`config.mk`:
```
export PLATFORM = sky130hd
export DESIGN_NAME = row_seq_top
export DESIGN_NICKNAME = d
export VERILOG_FILES = /design/src/rtl/row_seq_pkg.sv /design/src/rtl/row_seq_timer.sv /design/src/rtl/row_seq_ctrl.sv /design/src/rtl/row_seq_lines.sv /design/src/rtl/row_seq_top.sv
export SDC_FILE = /design/constraint.sdc
export NUM_CORES = 1
export LEC_CHECK = 0
export BUFFER_PORTS_ARGS = -buffer_cell sky130_fd_sc_hd__buf_2
export CAP_MARGIN = 40
export CELL_PAD_IN_SITES_DETAIL_PLACEMENT = 0
export CELL_PAD_IN_SITES_GLOBAL_PLACEMENT = 2
export CORE_UTILIZATION = 23
export DETAILED_ROUTE_END_ITERATION = 8
export PLACE_DENSITY_LB_ADDON = 0.1
export SETUP_SLACK_MARGIN = 0.15
export SYNTH_ARGS = -nofsm -noshare
export SYNTH_HDL_FRONTEND = slang
export SYNTH_SLANG_ARGS = --single-unit
```
`constraint.sdc`:
```
create_clock -name clk -period 2.6 [get_ports clk]
set_clock_uncertainty 0.2 [all_clocks]
set_input_delay 0.52 -clock clk [delete_from_list [all_inputs] [get_ports clk]]
set_output_delay 0.52 -clock clk [all_outputs]
set_load 0.01 [all_outputs]
```
`src/rtl/row_seq_pkg.sv`:
```
package row_seq_pkg;

    typedef enum logic [2:0] {
        PH_IDLE,
        PH_SELECT,
        PH_SAMP_A,
        PH_CLEAR,
        PH_RECOVER,
        PH_SAMP_B,
        PH_DONE
    } phase_e;

    // A programmed count of zero behaves as one cycle; returns count minus one.
    function automatic logic [15:0] span_m1(input logic [15:0] v);
        return (v == 16'd0) ? 16'd0 : v - 16'd1;
    endfunction

    function automatic logic is_row_active(input phase_e ph);
        return (ph == PH_SELECT) || (ph == PH_SAMP_A) || (ph == PH_CLEAR) ||
               (ph == PH_RECOVER) || (ph == PH_SAMP_B);
    endfunction

endpackage

```
`src/rtl/row_seq_timer.sv`:
```
module row_seq_timer #(
    parameter int unsigned CNT_W = 8
) (
    input  logic             clk,
    input  logic             rst,
    input  logic             load,
    input  logic [CNT_W-1:0] load_val,
    output logic             expired
);
    logic [CNT_W-1:0] cnt_q;

    always_ff @(posedge clk) begin
        if (rst) begin
            cnt_q <= '0;
        end else if (load) begin
            cnt_q <= load_val;
        end else if (cnt_q != '0) begin
            cnt_q <= cnt_q - CNT_W'(1);
        end
    end

    assign expired = (cnt_q == '0);
endmodule

```
`src/rtl/row_seq_ctrl.sv`:
```
module row_seq_ctrl
    import row_seq_pkg::*;
#(
    parameter int unsigned ROWS  = 64,
    parameter int unsigned CNT_W = 8,
    localparam int unsigned ROW_W = $clog2(ROWS)
) (
    input  logic             clk,
    input  logic             rst,
    input  logic             enable,
    input  logic             start,
    input  logic             continuous,
    input  logic [CNT_W-1:0] sel_cycles,
    input  logic [CNT_W-1:0] clr_cycles,
    input  logic [CNT_W-1:0] rec_cycles,
    input  logic             expired,
    output phase_e           phase,
    output logic [ROW_W-1:0] row,
    output logic             load,
    output logic [CNT_W-1:0] load_val
);
    localparam logic [ROW_W-1:0] LAST_ROW = ROW_W'(ROWS - 1);

    phase_e           phase_q, phase_d;
    logic [ROW_W-1:0] row_q, row_d;
    logic [CNT_W-1:0] sel_q, clr_q, rec_q;
    logic             capture;

    function automatic logic [CNT_W-1:0] trim(input logic [CNT_W-1:0] v);
        return CNT_W'(span_m1(16'(v)));
    endfunction

    always_comb begin
        phase_d  = phase_q;
        row_d    = row_q;
        load     = 1'b0;
        load_val = '0;
        capture  = 1'b0;
        unique case (phase_q)
            PH_IDLE: begin
                if (start) begin
                    capture  = 1'b1;
                    row_d    = '0;
                    phase_d  = PH_SELECT;
                    load     = 1'b1;
                    load_val = trim(sel_cycles);
                end
            end
            PH_SELECT: begin
                if (expired) phase_d = PH_SAMP_A;
            end
            PH_SAMP_A: begin
                phase_d  = PH_CLEAR;
                load     = 1'b1;
                load_val = clr_q;
            end
            PH_CLEAR: begin
                if (expired) begin
                    phase_d  = PH_RECOVER;
                    load     = 1'b1;
                    load_val = rec_q;
                end
            end
            PH_RECOVER: begin
                if (expired) phase_d = PH_SAMP_B;
            end
            PH_SAMP_B: begin
                if (row_q == LAST_ROW) begin
                    phase_d = PH_DONE;
                end else begin
                    row_d    = row_q + ROW_W'(1);
                    phase_d  = PH_SELECT;
                    load     = 1'b1;
                    load_val = sel_q;
                end
            end
            PH_DONE: begin
                row_d = '0;
                if (continuous) begin
                    capture  = 1'b1;
                    phase_d  = PH_SELECT;
                    load     = 1'b1;
                    load_val = trim(sel_cycles);
                end else begin
                    phase_d = PH_IDLE;
                end
            end
            default: phase_d = PH_IDLE;
        endcase
        if (!enable) begin
            phase_d = PH_IDLE;
            row_d   = '0;
            load    = 1'b0;
            capture = 1'b0;
        end
    end

    always_ff @(posedge clk) begin
        if (rst) begin
            phase_q <= PH_IDLE;
            row_q   <= '0;
            sel_q   <= '0;
            clr_q   <= '0;
            rec_q   <= '0;
        end else begin
            phase_q <= phase_d;
            row_q   <= row_d;
            if (capture) begin
                sel_q <= trim(sel_cycles);
                clr_q <= trim(clr_cycles);
                rec_q <= trim(rec_cycles);
            end
        end
    end

    assign phase = phase_q;
    assign row   = row_q;
endmodule

```
`src/rtl/row_seq_lines.sv`:
```
module row_seq_lines
    import row_seq_pkg::*;
#(
    parameter int unsigned ROWS = 64,
    localparam int unsigned ROW_W = $clog2(ROWS)
) (
    input  phase_e           phase,
    input  logic [ROW_W-1:0] row,
    output logic [ROWS-1:0]  gate_bus,
    output logic [ROWS-1:0]  clear_bus,
    output logic             samp_valid,
    output logic             samp_second,
    output logic             frame_done
);
    logic gate_on, clr_on;

    assign gate_on     = is_row_active(phase);
    assign clr_on      = (phase == PH_CLEAR);
    assign samp_valid  = (phase == PH_SAMP_A) || (phase == PH_SAMP_B);
    assign samp_second = (phase == PH_SAMP_B);
    assign frame_done  = (phase == PH_DONE);

    for (genvar i = 0; i < ROWS; i++) begin : g_line
        logic hit;
        assign hit          = (row == ROW_W'(i));
        assign gate_bus[i]  = gate_on && hit;
        assign clear_bus[i] = clr_on && hit;
    end
endmodule

```
`src/rtl/row_seq_top.sv`:
```
module row_seq_top
    import row_seq_pkg::*;
#(
    parameter int unsigned ROWS  = 64,
    parameter int unsigned CNT_W = 8,
    localparam int unsigned ROW_W = $clog2(ROWS)
) (
    input  logic             clk,
    input  logic             rst,
    input  logic             enable,
    input  logic             start,
    input  logic             continuous,
    input  logic [CNT_W-1:0] sel_cycles,
    input  logic [CNT_W-1:0] clr_cycles,
    input  logic [CNT_W-1:0] rec_cycles,
    output logic [ROWS-1:0]  gate_bus,
    output logic [ROWS-1:0]  clear_bus,
    output logic             samp_valid,
    output logic             samp_second,
    output logic [ROW_W-1:0] row_idx,
    output logic             frame_done
);
    phase_e           phase;
    logic [ROW_W-1:0] row;
    logic             load, expired;
    logic [CNT_W-1:0] load_val;

    row_seq_ctrl #(.ROWS(ROWS), .CNT_W(CNT_W)) ctrl_i (
        .clk(clk), .rst(rst), .enable(enable), .start(start),
        .continuous(continuous), .sel_cycles(sel_cycles),
        .clr_cycles(clr_cycles), .rec_cycles(rec_cycles),
        .expired(expired), .phase(phase), .row(row),
        .load(load), .load_val(load_val)
    );

    row_seq_timer #(.CNT_W(CNT_W)) timer_i (
        .clk(clk), .rst(rst), .load(load), .load_val(load_val),
        .expired(expired)
    );

    row_seq_lines #(.ROWS(ROWS)) lines_i (
        .phase(phase), .row(row), .gate_bus(gate_bus),
        .clear_bus(clear_bus), .samp_valid(samp_valid),
        .samp_second(samp_second), .frame_done(frame_done)
    );

    assign row_idx = row;
endmodule

```
## Word level (Yosys, flattened, before mapping)

Index checks and enable logic that the tools add are counted.

| word-level totals | value |
|---|---|
| bits in writable memories | 0 |
| bits in read-only memories | 0 |
| memories | 0 |
| bits in latches | 0 |
| logic and storage cells | 259 |
| input port bits | 29 |
| output and inout port bits | 137 |
| register bits after elaboration | 41 |

| operators by class | value |
|---|---|
| shift operators | 0 |
| reduce and logical (&&, ||, !) cells | 145 |
| divide/modulo/power cells | 0 |
| eq/ne operators | 74 |
| mux-type cells | 28 |
| bitwise logic cells | 1 |
| multipliers | 0 |
| $lt $le $gt $ge | 0 |
| add/sub/neg operators | 5 |

Operators by type and width:

| operator | number |
|---|---|
| equality test 6 bit (second input constant) | 32 |
| logical AND 1 bit | 128 |
| equality test 6 x 5 -> 1 bit (second input constant) | 16 |
| two-way mux 8 bit | 9 |
| equality test 6 x 4 -> 1 bit (second input constant) | 8 |
| case mux 8 bit (5 select lines) | 1 |
| logical NOT 8 bit | 4 |
| subtractor 8 x 1 -> 8 bit (second input constant) | 4 |
| equality test 6 x 3 -> 1 bit (second input constant) | 4 |
| case mux 3 bit (7 select lines) | 1 |
| case mux 6 bit (3 select lines) | 1 |
| two-way mux 3 bit | 5 |
| equality test 6 x 2 -> 1 bit (second input constant) | 2 |
| two-way mux 6 bit | 2 |
| equality test 3 bit (second input constant) | 3 |
| nonzero test 8 bit | 1 |
| two-way mux 1 bit | 7 |
| adder 6 x 1 -> 6 bit (second input constant) | 1 |
| equality test 3 x 2 -> 1 bit (second input constant) | 2 |
| equality test 6 x 1 -> 1 bit (second input constant) | 1 |
| logical NOT 6 bit | 1 |
| != test 2 bit (second input constant) | 3 |
| logical OR 1 bit | 5 |
| case mux 1 bit (5 select lines) | 1 |
| 10 further kinds | 11 |

## Depth between registers and ports, before layout

Gate-level depths: netlist (run 1).

| depth | value |
|---|---|
| depth after elaboration | 6 |
| depth in mapped cells | 8 |
| gate-level depth less buffers | 7 |

## Cells and area by module

A second synthesis (run 1) with hierarchy kept.

| unflattened totals | value |
|---|---|
| cells, all modules | 494 |
| area total of the unflattened synthesis | 3728.6 um^2 |

Modules (own cells, without submodules):

| module | instances | sequential area each (um^2) | area each (um^2) | cells an instance |
|---|---|---|---|---|
| row_seq_ctrl | 1 | 660.6 | 1970.6 | 238 |
| row_seq_lines | 1 | 0.0 | 1282.5 | 203 |
| row_seq_timer | 1 | 160.2 | 475.5 | 53 |

## Least setup slack after synthesis (run 1)

Ideal clock, no wire load.

| timing path | value |
|---|---|
| path type | register to output |
| start | reg ctrl_i.phase_q[0], in the netlist ctrl_i.phase[0] |
| end | out clear_bus[48] |
| cell stages (with the launch flop) | 8 |
| data required time | 1.880 ns |
| data arrival time | 1.739 ns |
| buffers on the path | 3 |
| slack | 0.141 ns |
| path through | dfxtp_1 clkbuf_1 buf_2 inv_1 nor3_1 nand3_1 clkbuf_1 nor2_1 |

| on the way | value |
|---|---|
| cells in the longest elaborated chain, start to end | 2 |

RTL lines:

| element | line | text |
|---|---|---|
| start: declaration | row_seq_ctrl.sv:24 | `phase_e phase_q, phase_d;` |
| start signal: assignment | row_seq_ctrl.sv:106 | `phase_q <= phase_d;` |
| equality test 3 x 2 -> 1 bit | row_seq_lines.sv:18 | `assign clr_on = (phase == PH_CLEAR);` |
| logical AND 1 bit | row_seq_lines.sv:27 | `assign clear_bus[i] = clr_on && hit;` |
| end: declaration | row_seq_top.sv:17 | `output logic [ROWS-1:0] clear_bus,` |

Every way passes these cells.

## Final worst setup path (run 1)

| timing path | value |
|---|---|
| start | reg ctrl_i.row_q[0], in the netlist ctrl_i.row[0] |
| end | out gate_bus[63] |

| on the way | value |
|---|---|
| cells in the longest elaborated chain, start to end | 2 |

RTL lines:

| element | line | text |
|---|---|---|
| start: declaration | row_seq_ctrl.sv:25 | `logic [ROW_W-1:0] row_q, row_d;` |
| start signal: assignment | row_seq_ctrl.sv:107 | `row_q <= row_d;` |
| equality test 6 bit | row_seq_lines.sv:25 | `assign hit = (row == ROW_W'(i));` |
| logical AND 1 bit | row_seq_lines.sv:26 | `assign gate_bus[i] = gate_on && hit;` |
| end: declaration | row_seq_top.sv:16 | `output logic [ROWS-1:0] gate_bus,` |

Every way passes these cells.

==> results.sh, run 1 <==
export IMPL_hold_path_class="reg -> reg"
export IMPL_period_share=0.910
export IMPL_die_h_um=119
export IMPL_startpoint="ctrl_i.row[0]"
export IMPL_r2r_end="timer_i.cnt_q[6]"
export IMPL_placed_cell_area_um2=4260
export IMPL_grt_pass1_wl_um=20200
export IMPL_cts_max_level=2
export IMPL_crit_fanout=6
export IMPL_mostFrequentLayoutCell="nor2_1"
export IMPL_fp_row_count=42
export IMPL_gr_total_overflow=0
export IMPL_end_kind="output port"
export IMPL_reg2reg_setup_slack_ns=0.28
export IMPL_worstPathRequired_ns=1.88
export IMPL_syn_inst=484
export IMPL_fin_util=0.345
export IMPL_syn_nets=523
export IMPL_cp_start_kind="flip-flop"
export IMPL_drv_cap=0
export IMPL_clk_pin_slew_worst_paths_ns=0.06
export IMPL_cp_arrival_ns=1.65
export IMPL_cts_tree="built"
export IMPL_crit_end="gate_bus[63]"
export IMPL_ys_flop_type="dfxtp_1"
export IMPL_initial_core_util=0.238
export IMPL_outcome="complete, no violations"
export IMPL_vias=3884
export IMPL_period_minus_slack_ns=2.37
export IMPL_core_um2=13300
export IMPL_place_gp_congestion=0.793
export IMPL_cts_root_buf="clkbuf_16"
export IMPL_via_per_inst=4.67
export IMPL_vdd_drop_max_v=0.000231
export IMPL_avgSynthCellArea_um2=6.55
export IMPL_cts_sinks=41
export IMPL_grt_pass1_vias=3581
export IMPL_diodes=0
export IMPL_tightest_slew_ns=0.644
export IMPL_nets=693
export IMPL_die_w_um=119
export IMPL_rsz0062_at_grt="true"
export IMPL_power_leakage_nw=2.11
export IMPL_r2r_cells=6
export IMPL_drcViolationCount=0
export IMPL_tritoncts_num_buffers=5
export IMPL_grt_max_degree=35
export IMPL_synth_edf_count=0
export IMPL_first_iter_violations=217
export IMPL_layout_common_cells="169 x nor2_1, 165 x buf_2, 37 x dfxtp_1"
export IMPL_drtAntennaViolNets=0
export IMPL_dr_pass1_iters=7
export IMPL_drive_above_1_share=0.366
export IMPL_async_flop_share=0
export IMPL_finalHoldViolCount=0
export IMPL_yosysWarnings=0
export IMPL_dp_hpwl_um=10200
export IMPL_routedWlPerCell_um=15.8
export IMPL_synth_area_um2=3170
export IMPL_drt_total_wl_um=13100
export IMPL_power_mw=2.11
export IMPL_cts_max_path_buffers=2
export IMPL_io_buffers=165
export IMPL_area_growth_pct=45.4
export IMPL_max_slew_margin=0.571
export IMPL_ys_types=49
export IMPL_finalMaxSlewViolations=0
export IMPL_holdBufCountCts=0
export IMPL_ys_seq_elements=41
export IMPL_dieArea_um2=14300
export IMPL_setup_violations=0
export IMPL_powerDensity_nw_per_um2=458
export IMPL_gr_usage_all_layers=0.180
export IMPL_setup_worst_path_class="reg -> out"
export IMPL_yosysSeqAreaShare=0.259
export IMPL_io_pins=166
export IMPL_clock_latency_ns=0.28
export IMPL_rr_startpoint="timer_i.cnt_q[2]"
export IMPL_nFillCells=1531
export IMPL_fmax_mhz=423
export IMPL_antenna_found_initial=0
export IMPL_post_route_cell_area_um2=4610
worst min path at each step:
| stage | startpoint | to | depth (start not counted) |
|---|---|---|---|
| 2_1_floorplan | ctrl_i.rec_q[0] | ctrl_i.rec_q[0] | 2 |
| 3_3_place_gp | ctrl_i.sel_q[3] | ctrl_i.sel_q[3] | 2 |
| 3_5_place_dp | ctrl_i.sel_q[3] | ctrl_i.sel_q[3] | 2 |
| 4_1_cts | ctrl_i.sel_q[4] | ctrl_i.sel_q[4] | 2 |
| 5_1_grt | ctrl_i.rec_q[0] | ctrl_i.rec_q[0] | 2 |
| 6_report | ctrl_i.rec_q[0] | ctrl_i.rec_q[0] | 2 |
flip-flops by register name, indices dropped and copies added (netlist names):
| signal | flops |
|---|---|
| ctrl_i.clr_q | 8 |
| ctrl_i.rec_q | 8 |
| ctrl_i.sel_q | 8 |
| timer_i.cnt_q | 8 |
| ctrl_i.row | 6 |
| ctrl_i.phase | 3 |
layer usage:
layer  track usage  vias up  share of wire
met5             0        -              0
met4        0.0289        0         0.0060
met3        0.0235        6          0.043
met2         0.331       99           0.51
met1         0.224     1794           0.44
li1              -     1985              -
synth_stat cells, drive strengths merged, types with 3 or more instances:
library cell  number  area (µm²)
a211o              4        35.0
a211oi             9        72.6
a21oi             19        95.1
a222oi             4        40.0
a22o               4        35.0
a22oi             12        90.1
a31oi              3        25.0
buf                8        36.3
clkbuf            21        78.8
dfxtp             41         821
ha                10         125
inv               19        71.3
nand2             43         161
nand2b             4        25.0
nand3             11        55.1
nor2             170         638
nor2b              5        31.3
nor3              21         105
nor3b              9        67.6
nor4               3        33.8
o21ai              5        25.0
or3                3        18.8
xnor2             13         114
xor2              11        96.3
repair_timing:
action                                  CTS  global route
pin swaps                                 0             1
resized for setup                         8            32
setup buffers                             1             5
endpoints found under the setup margin  127           125
kinds of logic after synthesis:
kind of cell,synth area share
flip-flops,0.259
adder cells (fa/ha/maj),0.0395
AO/OA/AOI/OAI,0.178
multiplexers,0.00631
buffers and inverters,0.0588
XOR/XNOR,0.0663
AND/OR/NAND/NOR,0.392
critical path: stages, from the launching register on:
cell	delay [ns]
dfxtp_1	0.43
ha_1	0.20
and3_1	0.21
nand3_1	0.20
nor2_1	0.17
buf_2	0.16
layout make-up:
type                       instances  area [µm²]  area share
inverter                          19        75.1      0.0163
clock buffer                       7         143      0.0309
tap                              176         220      0.0478
sequential                        41         831       0.180
clock inverter                     1        30.0     0.00651
timing repair buffer             192        1030       0.223
multi-input combinational        395        2280       0.495
where the power goes:
group / switching, mW / leakage, nW / total [mW] / internal, mW
clock network: 0.250 / 0.0841 / 0.730 / 0.480
logic: 0.347 / 1.69 / 0.612 / 0.264
registers: 0.0720 / 0.338 / 0.769 / 0.697
metrics by stage:
stage	setup WS [ns]	hold WS, ns	setup TNS, ns	cells
after global routing	0.0999	0.294	0	831
after floorplan	0.216	0.231	0	484
after detailed placement	-0.00206	0.251	-0.00206	817
after CTS	0.116	0.260	0	826
after global placement	0.0624	0.243	0	817
final	0.234	0.255	0	831
No activity file was read; power rests on OpenSTA's default activity.
==> run 2: changes to the inputs <==
--- a/config.mk
+++ b/config.mk
@@ -9,10 +9,10 @@
 export CAP_MARGIN = 40
 export CELL_PAD_IN_SITES_DETAIL_PLACEMENT = 0
 export CELL_PAD_IN_SITES_GLOBAL_PLACEMENT = 2
+export CORE_MARGIN = 2
 export CORE_UTILIZATION = 23
 export DETAILED_ROUTE_END_ITERATION = 8
 export PLACE_DENSITY_LB_ADDON = 0.1
-export SETUP_SLACK_MARGIN = 0.15
 export SYNTH_ARGS = -nofsm -noshare
 export SYNTH_HDL_FRONTEND = slang
 export SYNTH_SLANG_ARGS = --single-unit
==> results.sh, run 2 (synthesis gave the netlist of run 1 again) <==
export IMPL_worstPathRequired_ns=1.88
export IMPL_antenna_found_initial=0
export IMPL_grt_max_degree=35
export IMPL_drv_cap=0
export IMPL_clock_latency_ns=0.28
export IMPL_cts_max_level=2
export IMPL_p_int_mw=1.51
export IMPL_r2r_end="timer_i.cnt_q[4]"
export IMPL_drcViolationCount=0
export IMPL_initial_core_util=0.238
export IMPL_io_buffers=165
export IMPL_fp_row_count=42
export IMPL_gr_total_overflow=0
export IMPL_power_leakage_nw=2.07
export IMPL_slowest_stage="dfxtp_1"
export IMPL_core_um2=13300
export IMPL_diodes=0
export IMPL_grt_pass1_vias=3577
export IMPL_fmax_mhz=415
export IMPL_pwr_share_clk=0.373
export IMPL_via_per_inst=4.73
export IMPL_clk_pin_slew_worst_paths_ns=0.07
export IMPL_holdBufCountCts=0
export IMPL_cp_start_kind="flip-flop"
export IMPL_dp_hpwl_um=10500
export IMPL_dr_pass1_iters=4
export IMPL_fin_tns_setup_ns=0
export IMPL_cts_tree="built"
export IMPL_rr_startpoint="ctrl_i.row[1]"
export IMPL_vdd_drop_max_v=0.000346
export IMPL_cts_max_path_buffers=2
export IMPL_crit_fanout=6
export IMPL_mostFrequentLayoutCell="nor2_1"
export IMPL_die_h_um=121
export IMPL_fin_hold_ws_ns=0.257
export IMPL_outcome="complete, no violations"
export IMPL_worstHoldPathCells=2
export IMPL_rsz0062_at_grt="false"
export IMPL_grt_pass1_wl_um=19900
export IMPL_critical_path_top_delay_family="simple AND/OR/NAND/NOR gates"
export IMPL_max_slew_margin=0.552
export IMPL_setup_violations=0
export IMPL_reg2reg_setup_slack_ns=0.23
export IMPL_pwr_share_seq=0.353
export IMPL_combPwrFrac=0.273
export IMPL_setup_worst_path_class="reg -> out"
export IMPL_tritoncts_num_buffers=5
export IMPL_hold_path_class="reg -> reg"
export IMPL_end_kind="output port"
export IMPL_drtAntennaViolNets=0
export IMPL_area_growth_pct=41.4
export IMPL_r2r_cells=7
export IMPL_tightest_slew_ns=0.666
export IMPL_path_buf_inv=1
export IMPL_hold_path_endpoint="ctrl_i.rec_q[0]"
export IMPL_nets=689
export IMPL_layout_common_cells="170 x nor2_1, 165 x buf_2, 41 x nand2_1"
export IMPL_cts_sinks=41
export IMPL_finalHoldViolCount=0
export IMPL_holdCritStartpoint="ctrl_i.rec_q[0]"
export IMPL_slowest_delay_ns=0.43
export IMPL_vias=3909
export IMPL_p_switching_uw=678
export IMPL_cts_root_buf="clkbuf_16"
export IMPL_powerDensity_nw_per_um2=488
export IMPL_cp_arrival_ns=1.69
export IMPL_period_minus_slack_ns=2.41
export IMPL_crit_chain="ha_1, and3_1, nand3_1, nor2_1, buf_2"
export IMPL_die_w_um=121
export IMPL_netSwitchingFraction=0.310
export IMPL_drt_total_wl_um=13100
export IMPL_drive_above_1_share=0.324
export IMPL_gr_usage_all_layers=0.171
export IMPL_routedWlPerCell_um=15.8
export IMPL_dieArea_um2=14700
export IMPL_place_gp_congestion=0.781
export IMPL_period_share=0.926
export IMPL_finalMaxSlewViolations=0
export IMPL_first_iter_violations=207
export IMPL_io_pins=166
-- run 2: cell types whose count changed in the layout (fill, tap and decap cells not counted), sizes merged --
cell	delta
clkinvlp	-1
bufinv	+1
clkbuf	-2
buf	-4
inv	+2
-- run 2: how the worst max path moves through the flow --
| stage | startpoint | endpoint | cells after the start |
|---|---|---|---|
| CTS | ctrl_i.phase[2] | gate_bus[38] | 5 |
| detailed placement | sel_cycles[5] | timer_i.cnt_q[6] | 6 |
| global placement | sel_cycles[5] | timer_i.cnt_q[6] | 6 |
| floorplan | ctrl_i.phase[0] | clear_bus[48] | 7 |
| finish | ctrl_i.row[1] | gate_bus[63] | 5 |
| global route | ctrl_i.row[1] | gate_bus[63] | 5 |
-- run 2: through the flow --
step | utilization | setup WS (ns) | cell area [µm²] | power (mW) | std cells
final | 0.336 | 0.191 | 4480 | 2.19 | 827
after global routing | 0.336 | 0.0159 | 4480 | 2.33 | 827
after CTS | 0.336 | 0.0768 | 4480 | 2.21 | 827
after detailed placement | 0.320 | 0.0116 | 4270 | 1.38 | 819
after global placement | 0.320 | 0.0415 | 4270 | 1.38 | 819
after floorplan | - | 0.141 | 3170 | 1.21 | 484
-- run 2: what timing repair did --
action / in CTS / in global routing
setup buffers: 0 / 0
resized for setup: 4 / 2
gates cloned: 0 / 0
hold endpoints to repair: 0 / 0
endpoints found under the setup margin: 50 / 78
-- run 2: tightest hold or removal path, stage by stage, from the launching register on --
cell and delay (ns):
dfxtp_1 0.31, nand2_1 0.05, a21oi_1 0.05
-- run 2: cell type report --
cell class,count,area [µm²]
clock buffers,5,125
well taps,176,220
fillers,1528,8860
clock inverters,3,68.8
inverters,19,71.3
repair buffers,188,998
multi-input cells,395,2180
flip-flops and latches,41,823
-- run 2: layer usage --
| metal | global-route usage | routed length [µm] |
|---|---|---|
| met1 | 0.214 | 5660 |
| met3 | 0.0268 | 729 |
| met4 | 0.0338 | 161 |
| met5 | 0 | 0 |
| met2 | 0.309 | 6550 |
-- run 2: power groups by stage --
stage	Combinational (mW)	Clock, mW	Sequential (mW)
after detailed placement	0.598	0	0.786
after global routing	0.679	0.866	0.781
final	0.598	0.817	0.773
after floorplan	0.454	0	0.761
after CTS	0.605	0.838	0.771
after global placement	0.592	0	0.786
==> run 3: changes to the inputs <==
--- a/config.mk
+++ b/config.mk
@@ -10,7 +10,7 @@
 export CELL_PAD_IN_SITES_DETAIL_PLACEMENT = 0
 export CELL_PAD_IN_SITES_GLOBAL_PLACEMENT = 2
 export CORE_MARGIN = 2
-export CORE_UTILIZATION = 23
+export CORE_UTILIZATION = 24
 export DETAILED_ROUTE_END_ITERATION = 8
 export PLACE_DENSITY_LB_ADDON = 0.1
 export SYNTH_ARGS = -nofsm -noshare
==> constraint.sdc (replaced) <==
create_clock -name clk -period 3.1 [get_ports clk]
set_clock_uncertainty 0.2 [all_clocks]
set_input_delay 0.62 -clock clk [delete_from_list [all_inputs] [get_ports clk]]
set_output_delay 0.62 -clock clk [all_outputs]
set_load 0.01 [all_outputs]
==> results.sh, run 3 (synthesis gave the netlist of run 1 again) <==
export IMPL_outcome="complete, no violations"
export IMPL_area_growth_pct=38.8
export IMPL_cts_max_level=2
export IMPL_combPwrFrac=0.270
export IMPL_clock_latency_ns=0.28
export IMPL_clk_pin_slew_worst_paths_ns=0.06
export IMPL_max_slew_margin=0.567
export IMPL_dr_pass1_iters=4
export IMPL_diodes=0
export IMPL_cts_max_path_buffers=2
export IMPL_dieArea_um2=14100
export IMPL_mostFrequentLayoutCell="nor2_1"
export IMPL_reg2reg_setup_slack_ns=0.48
export IMPL_cts_root_buf="clkbuf_16"
export IMPL_grt_max_degree=34
export IMPL_r2r_cells=7
export IMPL_first_iter_violations=157
export IMPL_cts_sinks=41
export IMPL_via_per_inst=4.70
export IMPL_nFillCells=1391
export IMPL_dp_hpwl_um=10200
export IMPL_finalMaxSlewViolations=0
export IMPL_p_switching_uw=553
export IMPL_tightest_slew_ns=0.633
export IMPL_io_buffers=165
export IMPL_netSwitchingFraction=0.305
export IMPL_nets=681
export IMPL_slowest_stage="dfxtp_1"
export IMPL_io_pins=166
export IMPL_cp_start_kind="flip-flop"
export IMPL_gr_usage_all_layers=0.176
export IMPL_place_gp_congestion=0.788
export IMPL_setup_worst_path_class="reg -> out"
export IMPL_fp_row_count=41
export IMPL_drive_above_1_share=0.306
export IMPL_powerDensity_nw_per_um2=411
export IMPL_antenna_found_initial=0
export IMPL_initial_core_util=0.248
export IMPL_setup_violations=0
export IMPL_crit_chain="nor3_1, a21oi_1, nand3_1, nor2_1, buf_2"
export IMPL_end_kind="output port"
export IMPL_vias=3830
export IMPL_grt_pass1_vias=3706
export IMPL_power_leakage_nw=2.03
export IMPL_cp_arrival_ns=2.19
export IMPL_layout_common_cells="170 x nor2_1, 165 x buf_2, 43 x nand2_1"
export IMPL_fin_hold_ws_ns=0.256
export IMPL_finalHoldViolCount=0
export IMPL_pre_cts_slack_ns=0.394
export IMPL_pwr_share_clk=0.372
export IMPL_rsz0062_at_grt="true"
export IMPL_holdBufCountCts=0
export IMPL_path_buf_inv=1
export IMPL_vdd_drop_max_v=0.000193
export IMPL_crit_cells=5
export IMPL_fmax_mhz=333
export IMPL_cts_tree="built"
export IMPL_cts_setup_buffers=0
export IMPL_setup_slack_ns=0.0933
export IMPL_drcViolationCount=0
export IMPL_slowest_delay_ns=0.56
export IMPL_drtAntennaViolNets=0
export IMPL_drv_cap=0
export IMPL_fin_tns_setup_ns=0
export IMPL_pwr_share_seq=0.358
export IMPL_die_w_um=119
export IMPL_die_h_um=119
export IMPL_tritoncts_num_buffers=5
export IMPL_p_int_mw=1.26
export IMPL_drt_total_wl_um=12800
export IMPL_core_um2=12800
export IMPL_cts_resized=0
export IMPL_grt_pass1_wl_um=20200
export IMPL_routedWlPerCell_um=15.7
export IMPL_period_share=0.970
export IMPL_worstPathRequired_ns=2.28
export IMPL_worstHoldPathCells=2
export IMPL_critical_path_top_delay_family="simple AND/OR/NAND/NOR gates"
export IMPL_crit_fanout=15
export IMPL_hold_path_class="reg -> reg"
export IMPL_gr_total_overflow=0
export IMPL_period_minus_slack_ns=3.01
run 3: cell count changes in the layout (fill, tap and decap cells not counted), sizes merged:
cell and delta:
buf -8, clkinv +1, inv -1
run 3: worst register-to-register path, delay by kind of cell (launching register included):
family | cells | cell delay, ns
compound gates | 4 | 1.01
fa+ha+maj | 1 | 0.34
buf+inv | 1 | 0.23
flops | 1 | 0.45
simple gates | 1 | 0.25
run 3: path summary, 6_finish.rpt:
kind / startpoint / endpoint
setup / recovery: ctrl_i.phase[2] / gate_bus[51]
hold / removal: ctrl_i.sel_q[3] / ctrl_i.sel_q[3]
setup reg to reg: ctrl_i.row[0] / timer_i.cnt_q[6]
hold reg to reg: ctrl_i.sel_q[3] / ctrl_i.sel_q[3]
run 3: power groups by stage:
stage | clock network [mW] | logic [mW] | registers (mW)
2_1_floorplan | 0 | 0.380 | 0.638
3_3_place_gp | 0 | 0.486 | 0.659
3_5_place_dp | 0 | 0.488 | 0.658
4_1_cts | 0.693 | 0.492 | 0.646
5_1_grt | 0.713 | 0.564 | 0.657
6_report | 0.673 | 0.489 | 0.647
run 3: area by class of cell:
cell class,count,area (µm²),area share
Multi-Input combinational cell,395,2160,0.492
Clock inverter,3,65.1,0.0148
Tap cell,172,215,0.0489
Inverter,19,71.3,0.0162
Timing Repair Buffer,180,938,0.213
Clock buffer,5,125,0.0284
Sequential cell,41,821,0.187
run 3: through the flow:
| stage | util | cells | instance area [µm²] | total power, mW |
|---|---|---|---|---|
| 6_report | 0.344 | 815 | 4400 | 1.81 |
| 5_1_grt | 0.344 | 815 | 4400 | 1.93 |
| 4_1_cts | 0.344 | 815 | 4400 | 1.83 |
| 3_5_place_dp | 0.330 | 807 | 4210 | 1.15 |
| 3_3_place_gp | 0.330 | 807 | 4210 | 1.15 |
| 2_1_floorplan | - | 484 | 3170 | 1.02 |
run 3: layer usage:
| layer | global-route usage | vias up | wire length (µm) |
|---|---|---|---|
| met3 | 0.0287 | 8 | 619 |
| met2 | 0.321 | 113 | 6340 |
| li1 | - | 1959 | - |
| met4 | 0.0260 | 0 | 95 |
| met5 | 0 | - | 0 |
| met1 | 0.220 | 1750 | 5750 |
